$ cat config.mk
export PLATFORM = sky130hd
export DESIGN_NAME = hilo_muldiv
export DESIGN_NICKNAME = d
export VERILOG_FILES = /design/src/rtl/hilo_muldiv.sv
export SDC_FILE = /design/constraint.sdc
export NUM_CORES = 1
export LEC_CHECK = 0
export BUFFER_PORTS_ARGS = -buffer_cell sky130_fd_sc_hd__buf_2
export CORE_MARGIN = 2
export CORE_UTILIZATION = 50
export DETAILED_ROUTE_END_ITERATION = 12
export PLACE_DENSITY = 0.68
export SKIP_CTS_REPAIR_TIMING = 1
export SYNTH_ARGS = -nofsm -noshare
export SYNTH_HDL_FRONTEND = slang
export SYNTH_SLANG_ARGS = --single-unit
$ cat constraint.sdc
create_clock -name clk -period 3.8 [get_ports clk]
set_input_delay 0.19 -clock clk [delete_from_list [all_inputs] [get_ports clk]]
set_output_delay 0.19 -clock clk [all_outputs]
set_load 0.01 [all_outputs]
$ cat src/rtl/hilo_muldiv.sv
module hilo_muldiv #(
  parameter int W = 32
) (
  input  logic         clk,
  input  logic         rst_n,
  input  logic         start,
  input  logic [5:0]   func,
  input  logic [W-1:0] rs_val,
  input  logic [W-1:0] rt_val,
  input  logic         mf_req,
  input  logic [5:0]   mf_func,
  output logic [W-1:0] mf_data,
  output logic         mf_stall,
  output logic         busy
);
  localparam int CW = $clog2(W);
  localparam logic [CW-1:0] LAST = CW'(W - 1);
  localparam logic [5:0] RD_HI = 6'b010000;
  localparam logic [5:0] RD_LO = 6'b010010;

  typedef enum logic [1:0] {S_IDLE, S_RUN, S_FIX} st_t;

  st_t           st;
  logic [CW-1:0] cnt;
  logic [W:0]    acc;
  logic [W-1:0]  qb;
  logic [W-1:0]  mreg;
  logic          is_div, neg_p, neg_r, dz;
  logic [W-1:0]  hi_q, lo_q;

  wire is_md = (func[5:2] == 4'b0110);
  wire go    = start && (st == S_IDLE) && is_md;
  wire sgn   = ~func[0];
  wire a_neg = sgn & rs_val[W-1];
  wire b_neg = sgn & rt_val[W-1];
  wire [W-1:0] abs_a = a_neg ? -rs_val : rs_val;
  wire [W-1:0] abs_b = b_neg ? -rt_val : rt_val;

  wire [W:0]   msum  = {1'b0, acc[W-1:0]} + (qb[0] ? {1'b0, mreg} : '0);
  wire [W:0]   shl   = {acc[W-1:0], qb[W-1]};
  wire [W+1:0] diff  = {1'b0, shl} - {2'b0, mreg};
  wire         borrow = diff[W+1];

  wire [2*W-1:0] prod   = {acc[W-1:0], qb};
  wire [2*W-1:0] prod_s = neg_p ? -prod : prod;
  wire [W-1:0]   quo_s  = dz ? '1 : (neg_p ? -qb : qb);
  wire [W-1:0]   rem_s  = neg_r ? -acc[W-1:0] : acc[W-1:0];

  always_ff @(posedge clk) begin
    if (!rst_n) begin
      st <= S_IDLE; cnt <= '0; acc <= '0; qb <= '0; mreg <= '0;
      is_div <= 1'b0; neg_p <= 1'b0; neg_r <= 1'b0; dz <= 1'b0;
      hi_q <= '0; lo_q <= '0;
    end else begin
      case (st)
        S_IDLE: if (go) begin
          st     <= S_RUN;
          cnt    <= '0;
          acc    <= '0;
          is_div <= func[1];
          neg_p  <= a_neg ^ b_neg;
          neg_r  <= a_neg;
          dz     <= (rt_val == '0);
          if (func[1]) begin
            qb <= abs_a; mreg <= abs_b;
          end else begin
            qb <= abs_b; mreg <= abs_a;
          end
        end
        S_RUN: begin
          if (is_div) begin
            if (!borrow) begin
              acc <= diff[W:0];
              qb  <= {qb[W-2:0], 1'b1};
            end else begin
              acc <= shl;
              qb  <= {qb[W-2:0], 1'b0};
            end
          end else begin
            acc <= {1'b0, msum[W:1]};
            qb  <= {msum[0], qb[W-1:1]};
          end
          cnt <= cnt + 1'b1;
          if (cnt == LAST) st <= S_FIX;
        end
        S_FIX: begin
          if (is_div) begin
            lo_q <= quo_s;
            hi_q <= rem_s;
          end else begin
            hi_q <= prod_s[2*W-1:W];
            lo_q <= prod_s[W-1:0];
          end
          st <= S_IDLE;
        end
        default: st <= S_IDLE;
      endcase
    end
  end

  assign busy     = (st != S_IDLE);
  assign mf_stall = mf_req & busy;
  assign mf_data  = (mf_func == RD_HI) ? hi_q :
                    (mf_func == RD_LO) ? lo_q : '0;

  AST_START_TAKES: assert property (@(posedge clk) disable iff (!rst_n)
    (start && !busy && is_md) |=> busy);
  AST_HILO_HOLD: assert property (@(posedge clk) disable iff (!rst_n)
    (st != S_FIX) |=> ($stable(hi_q) && $stable(lo_q)));
  AST_START_IGNORED: assert property (@(posedge clk) disable iff (!rst_n)
    (start && st == S_RUN) |=> $stable(mreg));
  AST_NO_IDLE_STALL: assert property (@(posedge clk) disable iff (!rst_n)
    mf_stall |-> busy);
  AST_DIV_ZERO: assert property (@(posedge clk) disable iff (!rst_n)
    (st == S_FIX && is_div && dz) |=> (lo_q == '1));
endmodule

==> results.toml <==
[outcome]
status = "completed"

[synthesis]
ys_ff_latch = 171
synthFlopType = "dfxtp_1"
syn_avg_cell_area_um2 = 7.36
synth_area_leader_cell = "dfxtp_1"
syn_inst = 1968
synth_area_leaders = "dfxtp_1 (24%), a21oi_1 (6.4%), o21ai_0 (6.4%)"
syn-cell-area_um2 = 14500
synth_cell_type_count = 84
synthArstFlopShare = 0
synth_top_area_share = 0.236
syn_nets = 2120
synth_edf_count = 0
synth_warnings = 0
synth-seq-area-share = 0.236

[floorplanning]
fp.coreArea_um2 = 28600
io_pins = 114
die_area_um2 = 30400
start_util = 0.506
die_w_um = 174
die_height_um = 174
rows = 62

[power]
vdd_drop_max_v = 0.000318
power_mw = 4.50
p_leak_nw = 6.71
p_per_area_nw_per_um2 = 278

[cells_and_area]
syn_to_final_growth_pct = 11.6
drive_gt1_frac = 0.130
insertedDiodeCount = 0
nets = 2183
nFillCells = 2747
final_cell_mix = "o21ai_0 (184), a21oi_1 (182), nand2_1 (178)"
design_area_um2 = 16200
final_common_cell = "o21ai_0"

[placement]
place_congestion = 0.989
dpl_cell_area_um2 = 15600
dp_hpwl_um = 40700
numPortBuffers = 113

[global_route]
grt_overflow = 0
grt_usage = 0.340
grt_pass1_vias = 13700
grt_pass1_wl_um = 80400
antenna_found_initial = 0
grt_max_degree = 90

[sta]
setup_viol = 0
tightestPinTransition_ps = 974
rsz0062_at_grt = "false"
hold_viol_final = 0
post-route-period-util = 0.892
fmax_mhz = 295
fin_crit_ps = 3390
fin_setup_tns_ps = 0
finClkSkew_ps = 17.9
maxSlewViolCount = 0
slew_headroom = 0.349

[setup_path]
endpoint_kind = "flip-flop"
critPathArrivalTime_ps = 3750
crit_slowest_cell = "dfxtp_1"
crit_chain = "inv_1, buf_4, nor2_1, ha_1, nor2b_1, o31a_1, o21a_1, a41o_1, a21o_1, a31oi_1, xnor2_1, nor3b_1, nor4b_1"
slowest_delay_ps = 420
crit_type = "flip-flop to flip-flop"
critical_path.startpoint_type = "flip-flop"
worstPathMaxFanout = 18
cp.required_ps = 4160

[detailed_routing]
drc_errors = 0
vias_per_cell = 6.25
routedWlPerCell_um = 21.6
dr.pass1.iters = 6
routed_wl_um = 52500
drt_iter0_drc = 1699
routed-via-count = 15200
ant_nets = 0

[cts]
clk_pin_slew_ps = 90
numCtsBuffers = 17
clkSinkCount = 171
tritoncts = "yes"
cts_max_level = 4
cts_root_buf = "clkbuf_16"
clockBufferDepth = 2
clk_latency_ps = 470

[min_path]
hold_path_class = "input port to flip-flop"

[run]
maxCapViolations = 0
[routing by layer]
metal  GRT usage  share of wire  vias up
met2       0.493           0.42      708
met1       0.497           0.46     7129
li1            -              -     7253
met4       0.100          0.027        0
met3      0.0781          0.094       78
met5           0              0        -
[worst max-delay path, delay by kind of cell (launching register included)]
| family | cells | cell delay (ps) |
|---|---|---|
| adders and majority gates | 1 | 280 |
| AOI/OAI and AO/OA | 5 | 1420 |
| DFF | 1 | 420 |
| buffers and inverters | 2 | 260 |
| xor gates and xnor gates | 1 | 210 |
| and+or+nand+nor | 4 | 660 |
[where the power goes]
group          internal (mW)  switching, mW
Sequential              1.81         0.0244
Clock                  0.886          0.923
Combinational          0.314          0.543
[stage by stage]
stage,instances,setup WS [ps],utilization,hold WS (ps)
after detailed placement,2396,391,0.544,450
after CTS,2428,352,0.565,71.3
after global routing,2428,164,0.565,88.4
after floorplan,1968,793,-,399
final,2428,411,0.565,88.5
after global placement,2396,514,0.544,446
[Yosys cell counts, types with 15 or more instances]
master,instances
xor2_1,78
clkbuf_1,118
nand2b_1,16
nor2_1,176
nand4_1,15
nand3_1,51
dfxtp_1,171
a21o_1,36
mux2i_1,64
a21oi_1,184
a21boi_0,15
ha_1,70
o21ai_0,184
o31ai_1,23
nor3_1,30
nor4_1,31
nand2_1,178
and2_1,29
nor2b_1,16
inv_1,63
a22oi_1,18
a211oi_1,17
a31oi_1,23
and3_1,28
o211ai_1,24
xnor2_1,93
[final cells by class]
cell class              instances  area, µm²  share of cell area
repair buffers                182       1100              0.0679
clock buffers                  17        425              0.0263
multi-input cells            1596      10300               0.639
inverters                      63        236              0.0146
clock inverters                15        178              0.0110
well taps                     384        480              0.0297
flip-flops and latches        171       3420               0.212
[worst paths after layout]
kind / slack (ps) / to / start / depth (start not counted)
max: 410 / acc[29] / qb[0] / 13
min: 90 / qb[26] / rs_val[26] / 3
max reg2reg: 410 / acc[29] / qb[0] / 13
min reg2reg: 460 / cnt[3] / cnt[3] / 1
[sequential cells by signal, summed over array words and instances (netlist names), 2 cells and up]
name,flops
acc,32
hi_q,32
lo_q,32
mreg,32
qb,32
cnt,5
st,2
[cell families (layout without fill, tap and decap cells)]
group                      Yosys count  after routing  share of synthesized area
muxes                               78             78                     0.0551
DFF                                171            171                      0.236
AOI/OAI and AO/OA                  646            646                      0.279
xor gates and xnor gates           171            171                      0.103
adders and majority gates           72             72                     0.0632
buffers and inverters              201            277                     0.0531
and+or+nand+nor                    629            629                      0.210
Power figures use the tool's default switching activity.
